===== config.mk =====
export PLATFORM = sky130hd
export DESIGN_NAME = rtc_alarm_core
export DESIGN_NICKNAME = d
export VERILOG_FILES = /design/src/rtl/rtc_alarm_pkg.sv /design/src/rtl/rtc_sec_timebase.sv /design/src/rtl/rtc_alarm_events.sv /design/src/rtl/rtc_irq_combiner.sv /design/src/rtl/rtc_alarm_core.sv
export SDC_FILE = /design/constraint.sdc
export NUM_CORES = 1
export LEC_CHECK = 0
export ABC_AREA = 1
export BUFFER_PORTS_ARGS = -buffer_cell sky130_fd_sc_hd__buf_2
export CORE_ASPECT_RATIO = 0.5
export CORE_UTILIZATION = 39
export DETAILED_ROUTE_END_ITERATION = 8
export PLACE_DENSITY = 0.53
export SYNTH_ARGS = -nofsm -noshare
export SYNTH_HDL_FRONTEND = slang
export SYNTH_HIERARCHICAL = 1
export SYNTH_SLANG_ARGS = --single-unit

===== constraint.sdc =====
create_clock -name clk -period 4.3 [get_ports clk]
set_input_delay 0.215 -clock clk [delete_from_list [all_inputs] [get_ports clk]]
set_output_delay 0.215 -clock clk [all_outputs]
set_load 0.01 [all_outputs]

===== src/rtl/rtc_alarm_pkg.sv =====
package rtc_alarm_pkg;

   localparam int unsigned BUS_W   = 32;
   localparam int unsigned NUM_SRC = 2;

   // timekeeping region offsets
   localparam logic [7:0] OFS_STATUS = 8'h00;
   localparam logic [7:0] OFS_ICFG   = 8'h04;
   localparam logic [7:0] OFS_TIME   = 8'h0C;
   localparam logic [7:0] OFS_ALARM  = 8'h10;
   // system region offset
   localparam logic [7:0] OFS_SYSINT = 8'h08;

   // configuration word, bit 0 alarm, bit 1 periodic, bit 2 rate
   typedef struct packed {
      logic rate_1hz;
      logic per_en;
      logic alm_en;
   } icfg_t;

   typedef enum logic [2:0] {
      SEL_NONE,
      SEL_STATUS,
      SEL_ICFG,
      SEL_TIME,
      SEL_ALARM,
      SEL_SYSINT
   } reg_sel_e;

endpackage


===== src/rtl/rtc_sec_timebase.sv =====
module rtc_sec_timebase #(
   parameter int unsigned CLKS_PER_SEC = 32768,
   parameter int unsigned FAST_PERIOD  = 256,
   parameter int unsigned TIME_W       = 32
) (
   input  logic              clk,
   input  logic              rst_n,
   input  logic              load_i,
   input  logic [TIME_W-1:0] load_val_i,
   output logic [TIME_W-1:0] count_o,
   output logic              sec_tick_o,
   output logic              fast_tick_o
);
   localparam int unsigned PRE_W = (CLKS_PER_SEC > 1) ? $clog2(CLKS_PER_SEC) : 1;
   localparam logic [PRE_W-1:0] PRE_LAST = PRE_W'(CLKS_PER_SEC - 1);

   if (CLKS_PER_SEC < 2) begin : g_bad_cps
      $error("CLKS_PER_SEC must be at least 2");
   end
   if (FAST_PERIOD < 2 || FAST_PERIOD > CLKS_PER_SEC) begin : g_bad_fast
      $error("FAST_PERIOD must lie in 2..CLKS_PER_SEC");
   end
   if ((CLKS_PER_SEC % FAST_PERIOD) != 0) begin : g_bad_ratio
      $error("CLKS_PER_SEC must be a multiple of FAST_PERIOD");
   end

   logic [PRE_W-1:0]  pre_q;
   logic [TIME_W-1:0] cnt_q;
   logic              at_last;

   assign at_last    = (pre_q == PRE_LAST);
   assign sec_tick_o = at_last && !load_i;
   assign count_o    = cnt_q;

   always_ff @(posedge clk) begin
      if (!rst_n) begin
         pre_q <= '0;
         cnt_q <= '0;
      end else if (load_i) begin
         pre_q <= '0;
         cnt_q <= load_val_i;
      end else if (at_last) begin
         pre_q <= '0;
         cnt_q <= cnt_q + TIME_W'(1);
      end else begin
         pre_q <= pre_q + PRE_W'(1);
      end
   end

   if (FAST_PERIOD == CLKS_PER_SEC) begin : g_fast_same
      assign fast_tick_o = sec_tick_o;
   end else begin : g_fast_div
      localparam int unsigned FST_W = $clog2(FAST_PERIOD);
      localparam logic [FST_W-1:0] FST_LAST = FST_W'(FAST_PERIOD - 1);
      logic [FST_W-1:0] fst_q;
      assign fast_tick_o = (fst_q == FST_LAST) && !load_i;
      always_ff @(posedge clk) begin
         if (!rst_n || load_i || fst_q == FST_LAST || at_last) begin
            fst_q <= '0;
         end else begin
            fst_q <= fst_q + FST_W'(1);
         end
      end
   end


   load_value_chk: assert property (@(posedge clk) disable iff (!rst_n)
      load_i |=> (count_o == $past(load_val_i)));

   step_one_chk: assert property (@(posedge clk) disable iff (!rst_n)
      sec_tick_o |=> (count_o == $past(count_o) + TIME_W'(1)));

   hold_between_chk: assert property (@(posedge clk) disable iff (!rst_n)
      (!sec_tick_o && !load_i) |=> $stable(count_o));

endmodule


===== src/rtl/rtc_alarm_events.sv =====
module rtc_alarm_events
   import rtc_alarm_pkg::*;
#(
   parameter int unsigned TIME_W = 32
) (
   input  logic              clk,
   input  logic              rst_n,
   input  logic              sec_tick_i,
   input  logic              fast_tick_i,
   input  logic [TIME_W-1:0] count_i,
   input  logic              wr_cfg_i,
   input  logic              wr_alarm_i,
   input  logic              wr_status_i,
   input  logic [TIME_W-1:0] wdata_i,
   output icfg_t             cfg_o,
   output logic [TIME_W-1:0] alarm_o,
   output logic [1:0]        status_o,
   output logic              event_o
);
   icfg_t             cfg_q;
   logic [TIME_W-1:0] alarm_q;
   logic              st_q;
   logic              match;
   logic              per_hit;
   logic              ack;

   assign match   = cfg_q.alm_en && sec_tick_i &&
                    ((count_i + TIME_W'(1)) == alarm_q);
   assign per_hit = cfg_q.per_en &&
                    (cfg_q.rate_1hz ? sec_tick_i : fast_tick_i);
   assign event_o = match || per_hit;
   assign ack     = wr_status_i && wdata_i[0];

   always_ff @(posedge clk) begin
      if (!rst_n) begin
         cfg_q   <= '0;
         alarm_q <= '0;
         st_q    <= 1'b0;
      end else begin
         if (wr_cfg_i)   cfg_q   <= icfg_t'(wdata_i[2:0]);
         if (wr_alarm_i) alarm_q <= wdata_i;
         if (event_o)    st_q    <= 1'b1;
         else if (ack)   st_q    <= 1'b0;
      end
   end

   assign cfg_o    = cfg_q;
   assign alarm_o  = alarm_q;
   assign status_o = {1'b0, st_q};


   set_needs_cfg_chk: assert property (@(posedge clk) disable iff (!rst_n)
      $rose(status_o[0]) |-> ($past(cfg_o) != 3'b000));

   ack_clears_chk: assert property (@(posedge clk) disable iff (!rst_n)
      (ack && !event_o) |=> !status_o[0]);

   set_wins_chk: assert property (@(posedge clk) disable iff (!rst_n)
      event_o |=> status_o[0]);

   second_alarm_zero_chk: assert property (@(posedge clk) disable iff (!rst_n)
      !status_o[1]);

endmodule


===== src/rtl/rtc_irq_combiner.sv =====
module rtc_irq_combiner
   import rtc_alarm_pkg::*;
(
   input  logic               clk,
   input  logic               rst_n,
   input  logic [NUM_SRC-1:0] set_i,
   input  logic               wr_i,
   input  logic [2*NUM_SRC-1:0] wdata_i,
   output logic [NUM_SRC-1:0] cause_o,
   output logic [NUM_SRC-1:0] mask_o,
   output logic               irq_o
);
   logic [NUM_SRC-1:0] cause_q;
   logic [NUM_SRC-1:0] mask_q;

   for (genvar s = 0; s < NUM_SRC; s++) begin : g_src
      always_ff @(posedge clk) begin
         if (!rst_n) begin
            cause_q[s] <= 1'b0;
            mask_q[s]  <= 1'b0;
         end else begin
            if (set_i[s])                    cause_q[s] <= 1'b1;
            else if (wr_i && !wdata_i[s])    cause_q[s] <= 1'b0;
            if (wr_i) mask_q[s] <= wdata_i[NUM_SRC + s];
         end
      end


      w0c_chk: assert property (@(posedge clk) disable iff (!rst_n)
         (wr_i && !wdata_i[s] && !set_i[s]) |=> !cause_o[s]);

      w1_no_set_chk: assert property (@(posedge clk) disable iff (!rst_n)
         (!cause_o[s] && !set_i[s]) |=> !cause_o[s]);
   end

   assign cause_o = cause_q;
   assign mask_o  = mask_q;
   assign irq_o   = |(cause_q & mask_q);


   masked_quiet_chk: assert property (@(posedge clk) disable iff (!rst_n)
      (mask_o == '0) |-> !irq_o);

endmodule


===== src/rtl/rtc_alarm_core.sv =====
module rtc_alarm_core
   import rtc_alarm_pkg::*;
#(
   parameter int unsigned CLKS_PER_SEC = 32768,
   parameter int unsigned FAST_PERIOD  = 256,
   parameter int unsigned TIME_W       = 32,
   parameter int unsigned ADDR_W       = 8,
   parameter bit          READ_REG     = 1'b1
) (
   input  logic              clk,
   input  logic              rst_n,
   input  logic              bus_sys,
   input  logic [ADDR_W-1:0] bus_addr,
   input  logic              bus_wr,
   input  logic              bus_rd,
   input  logic [BUS_W-1:0]  bus_wdata,
   output logic [BUS_W-1:0]  bus_rdata,
   output logic              irq_o
);
   if (TIME_W < 2 || TIME_W > BUS_W) begin : g_bad_tw
      $error("TIME_W must lie in 2..32");
   end
   if (ADDR_W < 5 || ADDR_W > 8) begin : g_bad_aw
      $error("ADDR_W must lie in 5..8");
   end

   reg_sel_e          sel;
   logic              wr_status, wr_cfg, wr_time, wr_alarm, wr_sys;
   logic [TIME_W-1:0] count;
   logic              sec_tick, fast_tick, evt;
   icfg_t             cfg;
   logic [TIME_W-1:0] alarm;
   logic [1:0]        status;
   logic [NUM_SRC-1:0] cause, mask;
   logic [BUS_W-1:0]  rd_mux;

   always_comb begin
      sel = SEL_NONE;
      if (bus_sys) begin
         if (bus_addr == ADDR_W'(OFS_SYSINT)) sel = SEL_SYSINT;
      end else begin
         if      (bus_addr == ADDR_W'(OFS_STATUS)) sel = SEL_STATUS;
         else if (bus_addr == ADDR_W'(OFS_ICFG))   sel = SEL_ICFG;
         else if (bus_addr == ADDR_W'(OFS_TIME))   sel = SEL_TIME;
         else if (bus_addr == ADDR_W'(OFS_ALARM))  sel = SEL_ALARM;
      end
   end

   assign wr_status = bus_wr && (sel == SEL_STATUS);
   assign wr_cfg    = bus_wr && (sel == SEL_ICFG);
   assign wr_time   = bus_wr && (sel == SEL_TIME);
   assign wr_alarm  = bus_wr && (sel == SEL_ALARM);
   assign wr_sys    = bus_wr && (sel == SEL_SYSINT);

   rtc_sec_timebase #(
      .CLKS_PER_SEC (CLKS_PER_SEC),
      .FAST_PERIOD  (FAST_PERIOD),
      .TIME_W       (TIME_W)
   ) u_tb (
      .clk         (clk),
      .rst_n       (rst_n),
      .load_i      (wr_time),
      .load_val_i  (bus_wdata[TIME_W-1:0]),
      .count_o     (count),
      .sec_tick_o  (sec_tick),
      .fast_tick_o (fast_tick)
   );

   rtc_alarm_events #(
      .TIME_W (TIME_W)
   ) u_evt (
      .clk         (clk),
      .rst_n       (rst_n),
      .sec_tick_i  (sec_tick),
      .fast_tick_i (fast_tick),
      .count_i     (count),
      .wr_cfg_i    (wr_cfg),
      .wr_alarm_i  (wr_alarm),
      .wr_status_i (wr_status),
      .wdata_i     (bus_wdata[TIME_W-1:0]),
      .cfg_o       (cfg),
      .alarm_o     (alarm),
      .status_o    (status),
      .event_o     (evt)
   );

   rtc_irq_combiner u_irq (
      .clk     (clk),
      .rst_n   (rst_n),
      .set_i   ({1'b0, evt}),
      .wr_i    (wr_sys),
      .wdata_i (bus_wdata[2*NUM_SRC-1:0]),
      .cause_o (cause),
      .mask_o  (mask),
      .irq_o   (irq_o)
   );

   always_comb begin
      unique case (sel)
         SEL_STATUS: rd_mux = BUS_W'(status);
         SEL_ICFG:   rd_mux = BUS_W'(cfg);
         SEL_TIME:   rd_mux = BUS_W'(count);
         SEL_ALARM:  rd_mux = BUS_W'(alarm);
         SEL_SYSINT: rd_mux = BUS_W'({mask, cause});
         default:    rd_mux = '0;
      endcase
   end

   if (READ_REG) begin : g_rd_reg
      logic [BUS_W-1:0] rdata_q;
      always_ff @(posedge clk) begin
         if (!rst_n)      rdata_q <= '0;
         else if (bus_rd) rdata_q <= rd_mux;
      end
      assign bus_rdata = rdata_q;


      unmapped_zero_chk: assert property (@(posedge clk) disable iff (!rst_n)
         (bus_rd && sel == SEL_NONE) |=> (bus_rdata == '0));

      cfg_read_chk: assert property (@(posedge clk) disable iff (!rst_n)
         (bus_rd && sel == SEL_ICFG) |=> (bus_rdata[BUS_W-1:3] == '0));
   end else begin : g_rd_comb
      assign bus_rdata = bus_rd ? rd_mux : '0;
   end

endmodule


==> impl_metrics.csv <==
group,metric,value,unit
outcome,outcome,"finished, final reports clean",
layout,post-route-util,45.6,%
layout,area_growth,13.8,%
timing,setup_viol,0,
flow_run,drv_cap,0,
synth,netlist_area,8300,um^2
layout,drive_gt1_share,11.6,%
worst_setup_path,r2r_slack,1190,ps
place,hpwl,19500,um
global_routing,grt_overflow,0,
floorplan,die_width,208,um
global_routing,grt_pass1_wl,42700,um
timing,period_minus_slack,3110,ps
floorplan,core_area,20700,um^2
min_path,hp-class,"input pin to flop",
power_and_ir_drop,leakage,4.03,nW
worst_setup_path,path_class,"flop to flop",
synth,synth_flop_cell,"dfxtp_1",
global_routing,grt_pass1_vias,8031,
synth,yosysUniqueCellTypes,42,
clock_network,cts_setup_buffers,0,
layout,mostFrequentLayoutCell,"nand2_1",
synth,synth_area_leaders,"dfxtp_1 31%, nand2_1 22%, nor2_1 9.5%",
clock_network,cts_tree,"yes",
worst_setup_path,start_kind,"flop",
floorplan,fp.dieH,105,um
layout,seqCellArea,2540,um^2
layout,multiInputGateArea,5000,um^2
floorplan,rows,37,
timing,fin_skew,11.5,ps
global_routing,track_usage,24.9,%
layout,nets,1504,
place,placed_area,8820,um^2
worst_setup_path,critPathCaptureType,"flop",
synth,avgSynthCellArea,5.94,um^2
route,dr.pass1.iters,8,
power_and_ir_drop,power.density,298,nW/um^2
timing,tns,0,ps
timing,grt_setup_unrepaired,"no",
timing,hold_viol_final,0,
layout,layout_common_cells,"495 x nand2_1, 210 x nor2_1, 127 x dfxtp_1",
timing,layout_setup_ws,1190,ps
place,port_buffers,77,
timing,drv_slew,0,
synth,synth_top_area_share,30.6,%
synth,yosysSeqAreaShare,30.6,%
clock_network,cts_buffer_depth,2,
clock_network,path_clk_slew,60,ps
clock_network,clk-insertion-delay-late,440,ps
clock_network,htree_levels,4,
route,wirelength,26100,um
timing,worst_slew_pin_slew,1190,ps
synth,ys.warnings.count,6,
place,place_congestion,0.940,
synth,synth-seq-cells,127,
power_and_ir_drop,ir_worst_vdd,0.000200,V
layout,antenna_cells,0,
floorplan,ios,78,
synth,syn_nets,1447,
timing,min_period_over_period,72.4,%
synth,post-synth-top-area-cell,"dfxtp_1",
synth,synthCells,1398,
route,drt_iter0_drc,594,
layout,stdcell_area,9440,um^2
worst_setup_path,cp_max_fo,9,
timing,hold_ws,34.0,ps
clock_network,cts_buffers,17,
worst_setup_path,worstPathArrival,3490,ps
global_routing,grt_max_degree,40,
clock_network,cts_root_buffer,"clkbuf_16",
route,via_per_inst,5.01,
floorplan,die_area,21900,um^2
route,ant_nets,0,
route,vias,8714,
floorplan,start_util,40.1,%
place,dp_slack,767,ps
clock_network,ctsHoldBuffers,0,
worst_setup_path,required,4670,ps
clock_network,postCtsResizedCells,0,
clock_network,clock_sinks,127,
route,drc,0,
timing,maxClockFrequency,321,MHz
global_routing,antenna_found_initial,0,
synth,async_flop_share,0,%
timing,relSlewSlack,20.9,%
layout,n_fill_cell,2259,
route,wire_per_inst,15.0,um
synth,synth_edf_count,0,
## power breakdown
part           switching (mW)  internal [mW]  leakage (nW)
sequential            0.00408           1.18          1.02
clock                   0.600          0.934         0.290
combinational          0.0694         0.0272          2.71
## path summary, 6_finish.rpt
kind         cells after the start           endpoint           from
max reg2reg                     18   u_irq/cause_o[0]  u_tb/pre_q[3]
max                             18   u_irq/cause_o[0]  u_tb/pre_q[3]
min reg2reg                      1      u_tb/pre_q[0]  u_tb/pre_q[0]
min                              3  u_evt/alarm_o[24]  bus_wdata[24]
## logic make-up after synthesis
| kind of cell | count (synthesis) | share of synthesized area [%] |
|---|---|---|
| xor+xnor | 38 | 4.01 |
| buf+inv | 179 | 9.18 |
| flops | 127 | 30.6 |
| simple gates | 902 | 46.2 |
| compound gates | 145 | 9.15 |
| mux | 1 | 0.121 |
| fa+ha+maj | 4 | 0.603 |
| other cells | 2 | 0.0905 |
## state kept, by name, indices dropped and copies added, names as in the netlist
name                   flops
u_irq/mask_o               2
u_evt/st_q                 1
bus_rdata                 32
u_irq/cause_o              2
u_tb/count_o              32
u_evt/cfg_o                3
u_tb/pre_q                15
u_tb/g_fast_div.fst_q      8
u_evt/alarm_o             32
## worst max-delay path: stages (launching register included)
cell and delay [ps]:
dfxtp_1 400, nand2_1 80, nor2_2 120, nand2_1 100, nor2_4 160, nand3_2 250
nor2_4 390, nand3_1 120, nor3_1 180, nand2_1 90, nor2_1 90, nand3_1 100
nor2_1 190, nand2_1 120, nor2_1 100, nand3_1 240, nand2_1 130, inv_1 50
a21oi_1 130
## cell usage after synthesis (all sizes together), types with 2 or more instances
cell type	instances
a21oi	70
nand3	119
xor2	23
clkinv	2
xnor2	15
inv	132
nand3b	11
ha	4
conb	2
nor2	229
o21bai	4
buf	25
or2	11
nor3	11
nor3b	2
nand2	504
dfxtp	127
o21ai	68
clkbuf	20
nand4	14
## metrics by stage
| stage | cells | power [mW] |
|---|---|---|
| floorplan | 1398 | 1.26 |
| detailed placement | 1709 | 1.31 |
| global placement | 1709 | 1.31 |
| CTS | 1741 | 2.86 |
| global route | 1741 | 2.92 |
| finish | 1741 | 2.82 |
## area by class of cell
| cell class | instances | area share (%) |
|---|---|---|
| Multi-Input combinational cell | 1092 | 53.0 |
| Inverter | 134 | 5.33 |
| Clock buffer | 18 | 4.65 |
| Tap cell | 273 | 3.62 |
| Clock inverter | 14 | 1.92 |
| Timing Repair Buffer | 83 | 4.56 |
| Sequential cell | 127 | 26.9 |
## layer usage
metal / vias up / track usage, % / routed length [um]
met1: 4014 / 35.6 / 13400
met2: 183 / 38.2 / 11200
met4: 0 / 5.19 / 188
li1: 4502 / - / -
met3: 15 / 5.29 / 1320
met5: - / 0 / 0
(Power assumes the default switching activity.)
